--- config.mk ---
export PLATFORM = sky130hd
export DESIGN_NAME = tdm_chain_tx
export DESIGN_NICKNAME = d
export VERILOG_FILES = /design/src/rtl/tdm_chain_pkg.sv /design/src/rtl/tdm_clk_edges.sv /design/src/rtl/tdm_frame_ctr.sv /design/src/rtl/tdm_delay_line.sv /design/src/rtl/tdm_slot_mux.sv /design/src/rtl/tdm_chain_tx.sv
export SDC_FILE = /design/constraint.sdc
export NUM_CORES = 1
export LEC_CHECK = 0
export ABC_AREA = 1
export BUFFER_PORTS_ARGS = -buffer_cell sky130_fd_sc_hd__buf_2
export CAP_MARGIN = 20
export CORE_MARGIN = 5
export CORE_UTILIZATION = 35
export DETAILED_ROUTE_END_ITERATION = 8
export SLEW_MARGIN = 20
export SYNTH_ARGS = -nofsm -noshare
export SYNTH_HDL_FRONTEND = slang
export SYNTH_SLANG_ARGS = --single-unit
--- constraint.sdc ---
create_clock -name clk -period 2.3 [get_ports clk]
set_input_delay 0.46 -clock clk [delete_from_list [all_inputs] [get_ports clk]]
set_output_delay 0.46 -clock clk [all_outputs]
set_load 0.02 [all_outputs]
--- src/rtl/tdm_chain_pkg.sv ---
package tdm_chain_pkg;
  localparam int unsigned DEF_DATA_W = 24;
  localparam int unsigned DEF_SLOT_W = 32;
  localparam int unsigned DEF_SLOTS  = 8;

  typedef enum logic {
    ALIGN_MSB = 1'b0,
    ALIGN_I2S = 1'b1
  } align_e;
endpackage

--- src/rtl/tdm_clk_edges.sv ---
// Detects bus clock edges in the system clock domain and flags the frame start.
module tdm_clk_edges (
  input  logic clk,
  input  logic rst_n,
  input  logic bclk,
  input  logic fclk,
  output logic rise_evt,
  output logic fall_evt,
  output logic frame_start
);
  logic bclk_q;
  logic fclk_q;

  assign rise_evt    = bclk & ~bclk_q;
  assign fall_evt    = ~bclk & bclk_q;
  assign frame_start = rise_evt & fclk & ~fclk_q;

  always_ff @(posedge clk) begin
    if (!rst_n) begin
      bclk_q <= 1'b0;
      fclk_q <= 1'b0;
    end else begin
      bclk_q <= bclk;
      if (rise_evt) fclk_q <= fclk;
    end
  end
endmodule

--- src/rtl/tdm_frame_ctr.sv ---
// Bit position within the frame, advanced on bus clock rising edges.
module tdm_frame_ctr #(
  parameter int unsigned FRAME = 256,
  localparam int unsigned POS_W = $clog2(FRAME)
) (
  input  logic             clk,
  input  logic             rst_n,
  input  logic             rise_evt,
  input  logic             frame_start,
  output logic [POS_W-1:0] pos,
  output logic             framed,
  output logic [POS_W-1:0] pos_nxt,
  output logic             framed_nxt
);
  localparam logic [POS_W-1:0] LAST = POS_W'(FRAME - 1);

  always_comb begin
    framed_nxt = framed | frame_start;
    if (frame_start)      pos_nxt = '0;
    else if (!framed)     pos_nxt = pos;
    else if (pos == LAST) pos_nxt = '0;
    else                  pos_nxt = pos + 1'b1;
  end

  always_ff @(posedge clk) begin
    if (!rst_n) begin
      pos    <= '0;
      framed <= 1'b0;
    end else if (rise_evt) begin
      pos    <= pos_nxt;
      framed <= framed_nxt;
    end
  end
endmodule

--- src/rtl/tdm_delay_line.sv ---
// Shift delay for the upstream stream; tap holds the bit from DEPTH rising edges back
// until the next shift.
module tdm_delay_line #(
  parameter int unsigned DEPTH = 64
) (
  input  logic clk,
  input  logic rst_n,
  input  logic rise_evt,
  input  logic din,
  output logic tap
);
  logic [DEPTH-1:0] line;

  for (genvar i = 0; i < DEPTH; i++) begin : g_stage
    always_ff @(posedge clk) begin
      if (!rst_n)        line[i] <= 1'b0;
      else if (rise_evt) line[i] <= (i == 0) ? din : line[(i == 0) ? 0 : i-1];
    end
  end

  assign tap = line[DEPTH-1];
endmodule

--- src/rtl/tdm_slot_mux.sv ---
// Chooses own word bits or forwarded bits; a pending bit is formed on the rising
// edge and driven out on the falling edge.
module tdm_slot_mux
  import tdm_chain_pkg::*;
#(
  parameter int unsigned DATA_W = DEF_DATA_W,
  parameter int unsigned SLOT_W = DEF_SLOT_W,
  parameter int unsigned FRAME  = DEF_SLOT_W * DEF_SLOTS,
  localparam int unsigned POS_W = $clog2(FRAME),
  localparam int unsigned OWN_W = 2 * SLOT_W
) (
  input  logic              clk,
  input  logic              rst_n,
  input  logic              rise_evt,
  input  logic              fall_evt,
  input  logic              frame_start,
  input  logic              framed_nxt,
  input  logic [POS_W-1:0]  pos_nxt,
  input  logic [DATA_W-1:0] left_i,
  input  logic [DATA_W-1:0] right_i,
  input  align_e            align,
  input  logic              fwd_bit,
  output logic              tdm_out
);
  logic [DATA_W-1:0] own_l, own_r;
  logic [DATA_W-1:0] cur_l, cur_r;
  logic              pend, pend_d;

  // Bit of the own pair at a frame position, for a given alignment.
  function automatic logic own_bit(input int unsigned p,
                                   input logic [DATA_W-1:0] l,
                                   input logic [DATA_W-1:0] r,
                                   input align_e al);
    int unsigned b, lead;
    logic [DATA_W-1:0] w;
    b    = p % SLOT_W;
    lead = (al == ALIGN_I2S) ? 1 : 0;
    w    = (p < SLOT_W) ? l : r;
    if (b >= lead && b < lead + DATA_W) return w[DATA_W-1-(b-lead)];
    return 1'b0;
  endfunction

  assign cur_l = frame_start ? left_i  : own_l;
  assign cur_r = frame_start ? right_i : own_r;

  always_comb begin
    if (!framed_nxt)                 pend_d = 1'b0;
    else if (int'(pos_nxt) >= OWN_W) pend_d = fwd_bit;
    else                             pend_d = own_bit(int'(pos_nxt), cur_l, cur_r, align);
  end

  always_ff @(posedge clk) begin
    if (!rst_n) begin
      own_l   <= '0;
      own_r   <= '0;
      pend    <= 1'b0;
      tdm_out <= 1'b0;
    end else begin
      if (frame_start) begin
        own_l <= left_i;
        own_r <= right_i;
      end
      if (rise_evt) pend    <= pend_d;
      if (fall_evt) tdm_out <= pend;
    end
  end
endmodule

--- src/rtl/tdm_chain_tx.sv ---
module tdm_chain_tx
  import tdm_chain_pkg::*;
#(
  parameter int unsigned DATA_W = DEF_DATA_W,
  parameter int unsigned SLOT_W = DEF_SLOT_W,
  parameter int unsigned SLOTS  = DEF_SLOTS
) (
  input  logic              clk,
  input  logic              rst_n,
  input  logic              bclk_i,
  input  logic              fclk_i,
  input  logic              tdm_in_i,
  input  logic [DATA_W-1:0] left_i,
  input  logic [DATA_W-1:0] right_i,
  input  logic              i2s_i,
  output logic              tdm_out_o
);
  localparam int unsigned FRAME = SLOT_W * SLOTS;
  localparam int unsigned DELAY = 2 * SLOT_W;
  localparam int unsigned POS_W = $clog2(FRAME);

  logic             rise_evt, fall_evt, frame_start;
  logic [POS_W-1:0] pos, pos_nxt;
  logic             framed, framed_nxt;
  logic             fwd_bit;
  align_e           align;

  assign align = i2s_i ? ALIGN_I2S : ALIGN_MSB;

  tdm_clk_edges u_edges (
    .clk(clk), .rst_n(rst_n), .bclk(bclk_i), .fclk(fclk_i),
    .rise_evt(rise_evt), .fall_evt(fall_evt), .frame_start(frame_start)
  );

  tdm_frame_ctr #(.FRAME(FRAME)) u_ctr (
    .clk(clk), .rst_n(rst_n), .rise_evt(rise_evt), .frame_start(frame_start),
    .pos(pos), .framed(framed), .pos_nxt(pos_nxt), .framed_nxt(framed_nxt)
  );

  tdm_delay_line #(.DEPTH(DELAY)) u_dly (
    .clk(clk), .rst_n(rst_n), .rise_evt(rise_evt), .din(tdm_in_i), .tap(fwd_bit)
  );

  tdm_slot_mux #(.DATA_W(DATA_W), .SLOT_W(SLOT_W), .FRAME(FRAME)) u_mux (
    .clk(clk), .rst_n(rst_n), .rise_evt(rise_evt), .fall_evt(fall_evt),
    .frame_start(frame_start), .framed_nxt(framed_nxt), .pos_nxt(pos_nxt),
    .left_i(left_i), .right_i(right_i), .align(align), .fwd_bit(fwd_bit),
    .tdm_out(tdm_out_o)
  );
endmodule

; ---- Word-level counts from Yosys, hierarchy flattened
; Index checks and enable logic that the tools add are counted.
[word_totals]
register_bits = 125
input_bits = 54
output_inout_bits = 1
elab_cells = 108
[op_classes]
addsub = 4
n_lt_le_gt_ge = 5
n_eq_ne = 1
n_mux = 17
bitwise_logic = 8
n_reduce_logical = 1
[ops]
columns = operator, count
row1 = $mux W24, 3
row2 = $add A32 B5 Y32 const B, 1
row3 = $ge A5 B32 Y1, 1
row4 = $lt A32 B6 Y1 const B, 1
row5 = $lt A5 B32 Y1, 1
row6 = $sub A5 B32 Y32, 1
row7 = $sub A5 B32 Y32 const A, 1
row8 = $mux W8, 3
row9 = $mux W1, 10
row10 = $add A8 B1 Y8 const B, 1
row11 = $eq A8 B8 Y1 const B, 1
row12 = $ge A8 B7 Y1 const B, 1
row13 = $lt A8 B6 Y1 const B, 1
row14 = $bmux W1 S5, 1
row15 = $and A1 B1 Y1, 4
row16 = $not A1 Y1, 3
row17 = $logic_and A1 B1 Y1, 1
row18 = $or A1 B1 Y1, 1

; ---- Depth between registers and ports, before layout
; Gate-level depths: netlist of run 1.
[logic_depth]
depth_word = 13
ltp_mapped = 20
mapped_depth_nobuf = 19

; ---- By module
; From an unflattened synthesis of run 1, not the netlist that was laid out.
[unflattened]
cells_unflattened = 950
area_unflattened_um2 = 6070.8
[by_module_without_submodules]
columns = module, instances, cells_per_inst, area_per_inst_um2, seq_area_each_um2
row1 = tdm_slot_mux, 1, 445, 2755.1, 1001.0
row2 = tdm_delay_line, 1, 405, 2670.1, 1281.2
row3 = tdm_frame_ctr, 1, 87, 553.0, 180.2
row4 = tdm_clk_edges, 1, 13, 92.6, 40.0

; ---- Least setup slack after synthesis of run 1
; OpenSTA, ideal clock, no wires.
[synth_timing]
kind = input-to-reg
startpoint = input bclk_i
endpoint = register u_mux.pend
setup_time_ns = 0.132
arrival_ns = 2.277
required_time_ns = 2.168
slack_ns = -0.110
stages = 18
path_buffers = 1
cell_sequence = inv_2 nor2_4 nand3b_4 nand2_1 inv_2 nand3_1 ha_1 inv_1 buf_1 o211ai_2 nand3_1 nand3_1 nand2_1 nand2_1 nand3_1 nand2_1 nand2_1 a21oi_1
[synth_between]
elab_chain_len = 12
word_cells_on_any_way = 24
cone_classes = add/sub: 2 / order compare: 4 / mux: 13 / bitwise: 4 / reduce/logical: 1
[synth_rtl]
columns = item, line
row1 = "start, declared", tdm_chain_tx.sv:10  ; input logic bclk_i,
row2 = $and A1 B1 Y1 (*), tdm_clk_edges.sv:14  ; assign rise_evt = bclk & ~bclk_q;
row3 = $and A1 B1 Y1 (2 in series), tdm_clk_edges.sv:16  ; assign frame_start = rise_evt & fclk & ~fclk_q;
row4 = $mux W8, tdm_frame_ctr.sv:19  ; if (frame_start) pos_nxt = '0;
row5 = $sub A5 B32 Y32 (tied with other cells) (2 in series), tdm_slot_mux.sv:39  ; if (b >= lead && b < lead + DATA_W) return w[DATA_W-1-(b-lead)];
row6 = $bmux W1 S5 or $mux W1 (tied branches), tdm_slot_mux.sv:39
row7 = $mux W1 (on tied branches), "tdm_slot_mux.sv:39, tdm_slot_mux.sv:48"
row8 = $mux W1 (on tied branches), "tdm_slot_mux.sv:39, tdm_slot_mux.sv:47"
row9 = $mux W1, tdm_slot_mux.sv:40  ; return 1'b0;
row10 = $mux W1, tdm_slot_mux.sv:48  ; else if (int'(pos_nxt) >= OWN_W) pend_d = fwd_bit;
row11 = $mux W1, tdm_slot_mux.sv:47  ; if (!framed_nxt) pend_d = 1'b0;
row12 = "end signal, assigned", tdm_slot_mux.sv:63  ; if (rise_evt) pend <= pend_d;
row13 = "end, declared", tdm_slot_mux.sv:27  ; logic pend, pend_d;
; Mark *: on every way between the ends. The rest lies on a longest branch, timed or not. The select of a mux whose other input is x is not followed.
; A chain may end at the register's enable or synchronous reset.

; ---- Worst setup path after layout of run 1
[layout_timing]
startpoint = register u_ctr.pos[1]
endpoint = register u_mux.pend
[layout_between]
elab_chain_len = 12
word_cells_on_any_way = 22
cone_classes = add/sub: 3 / order compare: 4 / eq/ne: 1 / mux: 13 / reduce/logical: 1
[layout_rtl]
columns = item, line
row1 = "start, declared", tdm_frame_ctr.sv:10  ; output logic [POS_W-1:0] pos,
row2 = "start signal, assigned", tdm_frame_ctr.sv:30  ; pos <= pos_nxt;
row3 = $add A8 B1 Y8 or $eq A8 B8 Y1 (tied branches), "tdm_frame_ctr.sv:22, tdm_frame_ctr.sv:21"
row4 = $mux W8, tdm_frame_ctr.sv:21  ; else if (pos == LAST) pos_nxt = '0;
row5 = $mux W8 (*), tdm_frame_ctr.sv:20  ; else if (!framed) pos_nxt = pos;
row6 = $mux W8 (*), tdm_frame_ctr.sv:19
row7 = $sub A5 B32 Y32 (tied with other cells) (2 in series), tdm_slot_mux.sv:39
row8 = $bmux W1 S5 or $mux W1 (tied branches), tdm_slot_mux.sv:39
row9 = $mux W1 (on tied branches), "tdm_slot_mux.sv:39, tdm_slot_mux.sv:48"
row10 = $mux W1 (on tied branches), "tdm_slot_mux.sv:39, tdm_slot_mux.sv:47"
row11 = $mux W1, tdm_slot_mux.sv:40
row12 = $mux W1 (*), tdm_slot_mux.sv:48
row13 = $mux W1 (*), tdm_slot_mux.sv:47
; Marks and branches as above.

==> results.sh, run 1 <==
export IMPL_status="finished, final reports clean"
export IMPL_ir_drop_uv=662
export IMPL_core_mm2=0.0153
export IMPL_path_clk_slew_ns=0.06
export IMPL_cp_data_arrival_time_ns=2.58
export IMPL_r2r_start="u_ctr.pos[1]"
export IMPL_maxCapViolations=0
export IMPL_required_ns=2.64
export IMPL_synth_area_mux_share=0.0109
export IMPL_worstMarginPinSlew_ns=0.664
export IMPL_grt_pass1_vias=4589
export IMPL_drtIter0Drc=215
export IMPL_seq_area_mm2=0.00251
export IMPL_clockBufferDepth=2
export IMPL_syn_area_mm2=0.00549
export IMPL_clockRootBuffer="clkbuf_16"
export IMPL_power_frac_clock=0.433
export IMPL_diodes=0
export IMPL_pwr_share_seq=0.404
export IMPL_hold_start="bclk_i"
export IMPL_start_util=0.358
export IMPL_synth_top_family_by_area="simple AND/OR/NAND/NOR gates"
export IMPL_hp_class="in -> reg"
export IMPL_drtPass1Iterations=4
export IMPL_dp_hpwl_mm=8.40
export IMPL_worstSetupPathType="reg -> reg"
export IMPL_start_kind="flip-flop"
export IMPL_ys_types=32
export IMPL_fin_cells=1047
export IMPL_cts_tree="done"
export IMPL_hold_ws_ns=0.245
export IMPL_final_setup_viol_count=0
export IMPL_route_vias_total=4785
export IMPL_die_w_um=135
export IMPL_period_share=0.974
export IMPL_p_per_area_mw_per_mm2=843
export IMPL_hold_violations=0
export IMPL_grtUsageTotal=0.146
export IMPL_pwr_share_comb=0.163
export IMPL_synthSimpleGateAreaFrac=0.295
export IMPL_yosys_area_share_xor_xnor=0.00798
export IMPL_period_needed_ns=2.24
export IMPL_place_congestion=0.910
export IMPL_drv_slew=0
export IMPL_ys_ff_latch=125
export IMPL_area_growth_pct=26.7
export IMPL_p_sw_w=0.00157
export IMPL_swShare=0.267
export IMPL_cp_max_fo=11
export IMPL_gr_total_overflow=0
export IMPL_io_buffers=54
export IMPL_ys_warn_count=0
export IMPL_worst_r2r_setup_slack_ns=0.06
export IMPL_io_pins=55
export IMPL_fmax_mhz=446
export IMPL_syn_avg_cell_area_um2=7.31
export IMPL_clock_skew_ns=0.00440
export IMPL_timing_rr_end="u_mux.pend"
export IMPL_dp_cells=1012
export IMPL_synth_yosys_seq_area_share=0.456
export IMPL_nNetsFinal=881
export IMPL_wl_per_cell_um=12.0
export IMPL_intPower_w=0.00429
export IMPL_postRouteAntennaNets=0
export IMPL_clk_latency_ns=0.41
export IMPL_drc=0
export IMPL_whs_endpoint="u_edges.bclk_q"
export IMPL_htree_levels=4
export IMPL_relSlewSlack=0.558
export IMPL_vias_per_cell=4.57
export IMPL_dieArea_mm2=0.0183
export IMPL_syn_inst=750
export IMPL_drive_gt1_frac=0.237
export IMPL_grt_max_degree=81
export IMPL_rsz0062_at_grt="yes"
export IMPL_leakage_nw=3.18
export IMPL_grt_first_pass_wirelength_mm=21.6
export IMPL_hold_depth=3
export IMPL_synth_nets=808
export IMPL_die_h_um=135
export IMPL_reg2reg_depth=19
export IMPL_fill_cells=1568
export IMPL_setup_tns_final_ns=0
export IMPL_crit_path_end_kind="flip-flop"
export IMPL_multi_input_area_mm2=0.00267
export IMPL_synth_compound_area_frac=0.145
export IMPL_fp_row_count=45
export IMPL_postRouteWirelength_mm=12.5
export IMPL_numCtsBuffers=17
export IMPL_grt_antenna_before_repair=0
export IMPL_yosys_area_share_adder=0.00912
export IMPL_clock_sinks=125
final cells by class:
type | instances | area share
Multi-Input combinational cell | 522 | 0.384
Sequential cell | 125 | 0.361
Timing Repair Buffer | 101 | 0.106
Clock buffer | 19 | 0.0652
Tap cell | 211 | 0.0380
Inverter | 56 | 0.0302
Clock inverter | 13 | 0.0166
cell families after synthesis:
group / count (synthesis)
AO/OA/AOI/OAI: 139
XOR/XNOR: 5
flip-flops: 125
multiplexers: 6
AND/OR/NAND/NOR: 368
adder cells (fa/ha/maj): 4
buffers and inverters: 103
flip-flops by register name (all words and copies together), names as in the netlist:
name            cells
u_dly.line         63
u_ctr.pos           8
u_mux.own_r        24
u_mux.pend          1
u_edges.bclk_q      1
u_dly.tap           1
u_mux.tdm_out       1
u_ctr.framed        1
u_mux.own_l        24
u_edges.fclk_q      1
metrics by stage:
step	total power (W)	worst slack, ns	util	cell area [um2]
finish	0.00586	0.0597	0.454	6950
global placement	0.00330	-0.101	0.406	6220
global route	0.00618	-0.144	0.454	6950
detailed placement	0.00331	-0.167	0.406	6220
floorplan	0.00302	0.0137	-	5500
CTS	0.00592	0.0178	0.451	6910
synthesized netlist by cell type (all sizes together):
cell / count / share of area
nand2: 90 / 0.062
a21oi: 23 / 0.021
nand4: 10 / 0.011
or2: 36 / 0.041
nand3b: 1 / 0.0036
clkbuf: 32 / 0.022
dfxtp: 125 / 0.46
xnor2: 1 / 0.0016
nor2: 181 / 0.13
a31oi: 1 / 0.0011
o22ai: 1 / 0.0011
ha: 4 / 0.0091
o21ai: 78 / 0.071
o21a: 34 / 0.047
clkinv: 1 / 0.00068
mux2i: 6 / 0.011
buf: 15 / 0.016
xor2: 4 / 0.0064
inv: 55 / 0.038
nand3: 50 / 0.050
o211ai: 2 / 0.0036
critical path: stages (launching register included):
cell and delay, ns:
dfxtp_2 0.35, ha_4 0.13, inv_1 0.04, nor2_2 0.11, nand3_2 0.11, buf_4 0.15
nand4_1 0.15, nand3_4 0.17, inv_2 0.11, buf_12 0.12, nand2_1 0.05, nand3_1 0.07
nand3_1 0.08, nand3_1 0.09, nand3_1 0.07, nand2_1 0.07, nand3_1 0.07, nand2_1 0.06
nand2_1 0.04, a21oi_1 0.11
repair_timing:
action,4_1_cts,5_1_grt
hold buffers,0,0
gates cloned,1,0
gates resized for setup,17,9
hold endpoints to repair,0,0
setup endpoints to repair,1,1
setup buffers,2,0
pin swaps,4,2
power by group through the flow:
| stage | Clock [W] | Combinational (W) | Sequential (W) |
|---|---|---|---|
| 5_1_grt | 0.00270 | 0.00109 | 0.00239 |
| 3_3_place_gp | 0 | 0.000896 | 0.00241 |
| 6_report | 0.00254 | 0.000957 | 0.00237 |
| 4_1_cts | 0.00260 | 0.000955 | 0.00237 |
| 2_1_floorplan | 0 | 0.000623 | 0.00240 |
| 3_5_place_dp | 0 | 0.000900 | 0.00241 |
layout by cell type (no fill, tap or decap), types with 2 or more instances in the layout:
cell type | synthesis | routed
a21oi_1 | 23 | 21
a21oi_2 | 0 | 2
buf_12 | 0 | 7
buf_2 | 9 | 54
buf_4 | 1 | 38
clkbuf_16 | 0 | 17
clkbuf_8 | 0 | 2
clkinv_2 | 0 | 4
clkinvlp_4 | 0 | 4
dfxtp_1 | 125 | 121
dfxtp_2 | 0 | 4
ha_4 | 0 | 4
inv_1 | 51 | 49
inv_2 | 4 | 7
inv_6 | 0 | 3
mux2i_1 | 6 | 6
nand2_1 | 89 | 88
nand3_1 | 48 | 45
nand3_2 | 0 | 2
nand3_4 | 2 | 3
nand4_1 | 10 | 10
nor2_1 | 179 | 178
nor2_4 | 2 | 2
o21a_1 | 34 | 34
o21ai_0 | 75 | 73
o21ai_1 | 3 | 4
or2_1 | 2 | 2
or2_2 | 34 | 34
xor2_1 | 4 | 4
worst max-delay path by stage:
stage,from,to,slack (ns)
final,u_ctr.pos[1],u_mux.pend,0.06
after global routing,u_ctr.pos[1],u_mux.pend,-0.14
after CTS,u_ctr.pos[1],u_mux.pend,0.02
after detailed placement,bclk_i,u_mux.pend,-0.17
after global placement,bclk_i,u_mux.pend,-0.10
after floorplan,bclk_i,u_mux.pend,0.01
metal layers:
layer	global-route usage	wire (um)
met5	0	0
met4	0.0566	204
met3	0.0364	491
met2	0.235	5880
met1	0.189	5960
(Power assumes the default switching activity.)
==> inputs of run 2 (changes only) <==
--- a/config.mk
+++ b/config.mk
@@ -6,11 +6,11 @@
 export NUM_CORES = 1
 export LEC_CHECK = 0
 export ABC_AREA = 1
-export BUFFER_PORTS_ARGS = -buffer_cell sky130_fd_sc_hd__buf_2
 export CAP_MARGIN = 20
 export CORE_MARGIN = 5
 export CORE_UTILIZATION = 35
 export DETAILED_ROUTE_END_ITERATION = 8
+export DONT_BUFFER_PORTS = 1
 export SLEW_MARGIN = 20
 export SYNTH_ARGS = -nofsm -noshare
 export SYNTH_HDL_FRONTEND = slang
==> constraint.sdc (replaced) <==
create_clock -name clk -period 2.7 [get_ports clk]
set_input_delay 0.54 -clock clk [delete_from_list [all_inputs] [get_ports clk]]
set_output_delay 0.54 -clock clk [all_outputs]
set_load 0.02 [all_outputs]
==> run 2 against run 1 <==
Compared with the run above: sequential cell count unchanged; design area decreased by 9.2%; total power decreased by 15%; utilization decreased by 4.2 points; global-route usage decreased by 0.96 points; non-clock buffer count decreased by 86; combinational power decreased by 32%; final cell count decreased by 8.2%.
==> results.sh, run 2 (same netlist as run 1, synthesis figures left out) <==
export IMPL_hold_start="bclk_i"
export IMPL_cp_max_fo=7
export IMPL_area_growth_pct=15.0
export IMPL_grt_first_pass_wirelength_mm=20.0
export IMPL_r2r_start="u_ctr.pos[0]"
export IMPL_drive_gt1_frac=0.135
export IMPL_clk_latency_ns=0.42
export IMPL_start_kind="flip-flop"
export IMPL_hp_class="in -> reg"
export IMPL_core_mm2=0.0153
export IMPL_die_h_um=135
export IMPL_nNetsFinal=796
export IMPL_reg2reg_depth=19
export IMPL_drtPass1Iterations=4
export IMPL_dp_cells=927
export IMPL_relSlewSlack=0.544
export IMPL_cts_tree="done"
export IMPL_crit_cells=19
export IMPL_clock_skew_ns=0.00430
export IMPL_final_setup_viol_count=0
export IMPL_drv_slew=0
export IMPL_postRouteAntennaNets=0
export IMPL_grt_max_degree=81
export IMPL_maxCapViolations=0
export IMPL_crit_start="u_ctr.pos[0]"
export IMPL_final_common_cell="nor2_1"
export IMPL_required_ns=3.04
export IMPL_crit_end="u_mux.pend"
export IMPL_grt_pass1_vias=4135
export IMPL_worstMarginPinSlew_ns=0.684
export IMPL_ir_drop_uv=515
export IMPL_crit_slowest_cell="ha_2"
export IMPL_path_clk_slew_ns=0.05
export IMPL_start_util=0.358
export IMPL_largest_reg_flops=63
export IMPL_clockBufferDepth=2
export IMPL_wl_per_cell_um=12.5
export IMPL_dp_hpwl_mm=7.90
export IMPL_reg_top3="u_dly.line: 63 flops, u_mux.own_l: 24 flops, u_mux.own_r: 24 flops"
export IMPL_regMostFlops="u_dly.line"
export IMPL_utilization=0.412
export IMPL_fp_row_count=45
export IMPL_dieArea_mm2=0.0183
export IMPL_period_share=0.920
export IMPL_cp_data_arrival_time_ns=2.83
export IMPL_fmax_mhz=402
export IMPL_worstSetupPathType="reg -> reg"
export IMPL_postRouteWirelength_mm=12.1
export IMPL_vias_per_cell=4.66
export IMPL_p_per_area_mw_per_mm2=786
export IMPL_crit_path_end_kind="flip-flop"
export IMPL_status="finished, final reports clean"
export IMPL_diodes=0
export IMPL_numCtsBuffers=17
export IMPL_setup_tns_final_ns=0
export IMPL_cp_slowest_stage_delay_ns=0.42
export IMPL_fin_cells=961
export IMPL_path_buf_inv=4
export IMPL_hold_violations=0
export IMPL_rsz0062_at_grt="no"
export IMPL_period_needed_ns=2.48
export IMPL_htree_levels=4
export IMPL_gr_total_overflow=0
export IMPL_grtUsageTotal=0.136
export IMPL_power_total_w=0.00496
export IMPL_route_vias_total=4476
export IMPL_leakage_nw=2.77
export IMPL_path_cells="ha_2 > inv_1 > nor2_2 > nand3_1 > nand2_1 > inv_2 > nand3_2 > ha_2 > clkinvlp_4 > buf_4 > o211ai_1 > nand3_1 > nand3_1 > nand2_1 > nand2_1 > nand3_1 > nand2_1 > nand2_1 > a21oi_1"
export IMPL_clock_sinks=125
export IMPL_io_buffers=0
export IMPL_hold_ws_ns=0.219
export IMPL_layout_common_cells="nor2_1, dfxtp_1, nand2_1, o21ai_0, inv_1"
export IMPL_clockRootBuffer="clkbuf_16"
export IMPL_die_w_um=135
export IMPL_place_congestion=0.880
export IMPL_worst_r2r_setup_slack_ns=0.22
export IMPL_critPathTopFamily="simple AND/OR/NAND/NOR gates"
export IMPL_grt_antenna_before_repair=0
export IMPL_drc=0
export IMPL_timing_rr_end="u_mux.pend"
export IMPL_drtIter0Drc=279
export IMPL_io_pins=55
export IMPL_path_common_cell="nand2_1"
run 2: per-layer routing:
metal | GRT usage | up-vias | wire, um | part of all wire
met5 | 0 | - | 0 | 0
met3 | 0.0323 | 19 | 406 | 0.034
li1 | - | 2385 | - | -
met2 | 0.218 | 72 | 5520 | 0.46
met4 | 0.0666 | 0 | 259 | 0.021
met1 | 0.173 | 2000 | 5870 | 0.49
run 2: repair_timing:
action / CTS / global route
endpoints found under the setup margin: 0 / 1
resized for setup: 0 / 10
buffers inserted: 0 / 2
hold buffers: 0 / 0
endpoints found under the hold margin: 0 / 0
run 2: final cells by class:
class | count | area [um2]
clock buffers | 20 | 457
clock inverters | 11 | 143
fillers | 1620 | 9000
inverters | 56 | 218
multi-input cells | 522 | 2580
flip-flops and latches | 125 | 2500
well taps | 211 | 264
repair buffers | 15 | 138
repair inverters | 1 | 7.51
run 2: stage by stage:
step / area, um2 / setup WS, ns
final: 6310 / 0.215
after floorplan: 5490 / 0.210
after global routing: 6310 / 0.00410
after CTS: 6260 / 0.135
after detailed placement: 5660 / 0.118
after global placement: 5660 / 0.176
run 2: worst min-delay path by stage:
| stage | to | cells past startpoint |
|---|---|---|
| floorplan | u_edges.fclk_q | 2 |
| global placement | u_edges.fclk_q | 2 |
| detailed placement | u_edges.fclk_q | 2 |
| CTS | u_edges.bclk_q | 2 |
| global route | u_edges.bclk_q | 2 |
| finish | u_edges.bclk_q | 2 |
run 2: power breakdown:
part | leakage (nW) | switching [W] | internal [W] | total [W]
Combinational | 1.45 | 0.000382 | 0.000265 | 0.000648
Clock | 0.292 | 0.000802 | 0.00149 | 0.00229
Sequential | 1.03 | 0.0000504 | 0.00197 | 0.00202
==> inputs of run 3 (changes only) <==
==> constraint.sdc (replaced) <==
create_clock -name clk -period 2.45 [get_ports clk]
set_input_delay 0.49 -clock clk [delete_from_list [all_inputs] [get_ports clk]]
set_output_delay 0.49 -clock clk [all_outputs]
set_load 0.02 [all_outputs]
==> run 3 against run 2 <==
Compared with the run above: sequential power is 9.9% higher; total power is 7.4% higher; combinational power is 25% higher; design area is 3.7% higher; non-clock buffer count is 16 higher; via count is 1.3% higher; count of clock-buffer cells in the layout is 2 lower; setup slack worse by 0.042 ns; clock power hardly changed; sequential cell count stayed put; global-route usage is 0.096 points lower; critical endpoint unchanged; largest cell class unchanged.
==> results.sh, run 3 (same netlist as run 1, synthesis figures left out) <==
export IMPL_clk_latency_ns=0.41
export IMPL_clockBufferDepth=2
export IMPL_gr_total_overflow=0
export IMPL_die_w_um=135
export IMPL_worstMarginPinSlew_ns=0.666
export IMPL_fp_row_count=45
export IMPL_gr_usage_met3=0.0397
export IMPL_drtIter0Drc=264
export IMPL_regMostFlops="u_dly.line"
export IMPL_dp_slack_ns=0.0226
export IMPL_period_share=0.929
export IMPL_postPlaceCellArea_mm2=0.00576
export IMPL_grt_pass1_vias=4126
export IMPL_cts_tree="done"
export IMPL_nNetsFinal=813
export IMPL_ir_drop_uv=679
export IMPL_grtUsageTotal=0.135
export IMPL_status="finished, final reports clean"
export IMPL_start_kind="flip-flop"
export IMPL_hp_class="in -> reg"
export IMPL_use_met2=0.222
export IMPL_fin_cells=979
export IMPL_path_buf_inv=4
export IMPL_cp_data_arrival_time_ns=2.58
export IMPL_hold_violations=0
export IMPL_worst_r2r_setup_slack_ns=0.17
export IMPL_crit_slowest_cell="dfxtp_4"
export IMPL_final_common_cell="nor2_1"
export IMPL_maxCapViolations=0
export IMPL_drtPass1Iterations=4
export IMPL_core_mm2=0.0153
export IMPL_crit_end="u_mux.pend"
export IMPL_grt_antenna_before_repair=0
export IMPL_timing_rr_end="u_mux.pend"
export IMPL_path_cells="ha_4 > inv_2 > nor2_2 > nand3_1 > nand2_1 > inv_2 > buf_6 > nand3_4 > nand3_4 > buf_8 > a21oi_2 > o21ai_2 > nand3_1 > nand3_1 > nand2_1 > nand2_1 > nand3_1 > nand2_1 > nand2_1 > a21oi_2"
export IMPL_clock_skew_ns=0.00436
export IMPL_area_growth_pct=19.3
export IMPL_vias_per_cell=4.63
export IMPL_worstSetupPathType="reg -> reg"
export IMPL_crit_cells=20
export IMPL_io_pins=55
export IMPL_design_area_mm2=0.00655
export IMPL_critPathTopFamily="simple AND/OR/NAND/NOR gates"
export IMPL_place_congestion=0.828
export IMPL_crit_start="u_ctr.pos[1]"
export IMPL_grt_first_pass_wirelength_mm=19.9
export IMPL_rsz0062_at_grt="yes"
export IMPL_start_util=0.358
export IMPL_diodes=0
export IMPL_path_common_cell="nand2_1"
export IMPL_cp_slowest_stage_delay_ns=0.36
export IMPL_relSlewSlack=0.556
export IMPL_p_per_area_mw_per_mm2=813
export IMPL_setup_slack_ns=0.173
export IMPL_grt_busiest_layer="met2"
export IMPL_leakage_nw=2.87
export IMPL_drc=0
export IMPL_fill_cells=1587
export IMPL_die_h_um=135
export IMPL_grt_max_degree=81
export IMPL_clock_sinks=125
export IMPL_drv_slew=0
export IMPL_clockRootBuffer="clkbuf_16"
export IMPL_cp_max_fo=6
export IMPL_layout_common_cells="nor2_1, dfxtp_1, nand2_1, o21ai_0, inv_1"
export IMPL_htree_levels=4
export IMPL_wl_per_cell_um=12.5
export IMPL_required_ns=2.75
export IMPL_postRouteWirelength_mm=12.3
export IMPL_multi_input_area_mm2=0.00265
export IMPL_seq_area_mm2=0.00251
export IMPL_fmax_mhz=439
export IMPL_r2r_start="u_ctr.pos[1]"
export IMPL_dp_hpwl_mm=8.19
export IMPL_drive_gt1_frac=0.172
export IMPL_reg2reg_depth=20
export IMPL_period_needed_ns=2.28
export IMPL_numCtsBuffers=17
export IMPL_grt_use_met1=0.170
export IMPL_largest_reg_flops=63
export IMPL_postRouteAntennaNets=0
export IMPL_path_clk_slew_ns=0.06
export IMPL_crit_path_end_kind="flip-flop"
export IMPL_dieArea_mm2=0.0183
export IMPL_route_vias_total=4534
export IMPL_io_buffers=0
export IMPL_reg_top3="u_dly.line: 63 flops, u_mux.own_l: 24 flops, u_mux.own_r: 24 flops"
export IMPL_dp_cells=937
export IMPL_final_setup_viol_count=0
-- run 3: layout make-up --
class                   count  area share
repair buffers             31      0.0526
multi-input cells         523       0.405
clock inverters            14      0.0174
clock buffers              18      0.0671
inverters                  56      0.0327
well taps                 211      0.0403
repair inverters            1     0.00115
flip-flops and latches    125       0.383
-- run 3: per-layer routing --
layer / wire length [um] / vias to the layer above
met3: 530 / 12
met2: 5870 / 71
met5: 0 / -
met1: 5710 / 2034
li1: - / 2417
met4: 159 / 0
-- run 3: metrics by stage --
| step | total power (W) | TNS (ns) | utilization | hold WS, ns |
|---|---|---|---|---|
| after floorplan | 0.00283 | 0 | - | 0.441 |
| after global placement | 0.00299 | 0 | 0.376 | 0.454 |
| after detailed placement | 0.00300 | 0 | 0.376 | 0.461 |
| after CTS | 0.00530 | 0 | 0.413 | 0.154 |
| after global routing | 0.00562 | -0.0173 | 0.427 | 0.173 |
| final | 0.00532 | 0 | 0.427 | 0.173 |
-- run 3: worst min path at each step --
| stage | cells after the start | start | endpoint |
|---|---|---|---|
| 2_1_floorplan | 2 | u_edges.fclk_q | u_edges.fclk_q |
| 3_3_place_gp | 2 | u_edges.fclk_q | u_edges.fclk_q |
| 3_5_place_dp | 2 | u_edges.fclk_q | u_edges.fclk_q |
| 4_1_cts | 2 | bclk_i | u_edges.bclk_q |
| 5_1_grt | 2 | bclk_i | u_edges.bclk_q |
| 6_report | 2 | bclk_i | u_edges.bclk_q |
-- run 3: power breakdown --
| group | switching (W) | internal (W) |
|---|---|---|
| logic | 0.000452 | 0.000355 |
| clock network | 0.000958 | 0.00133 |
| registers | 0.0000543 | 0.00217 |
| total | 0.00146 | 0.00386 |
-- run 3: timing repair --
item,in CTS,in global routing
buffers inserted,0,6
hold buffers,0,0
gates resized for setup,0,34
endpoints found under the setup margin,0,1
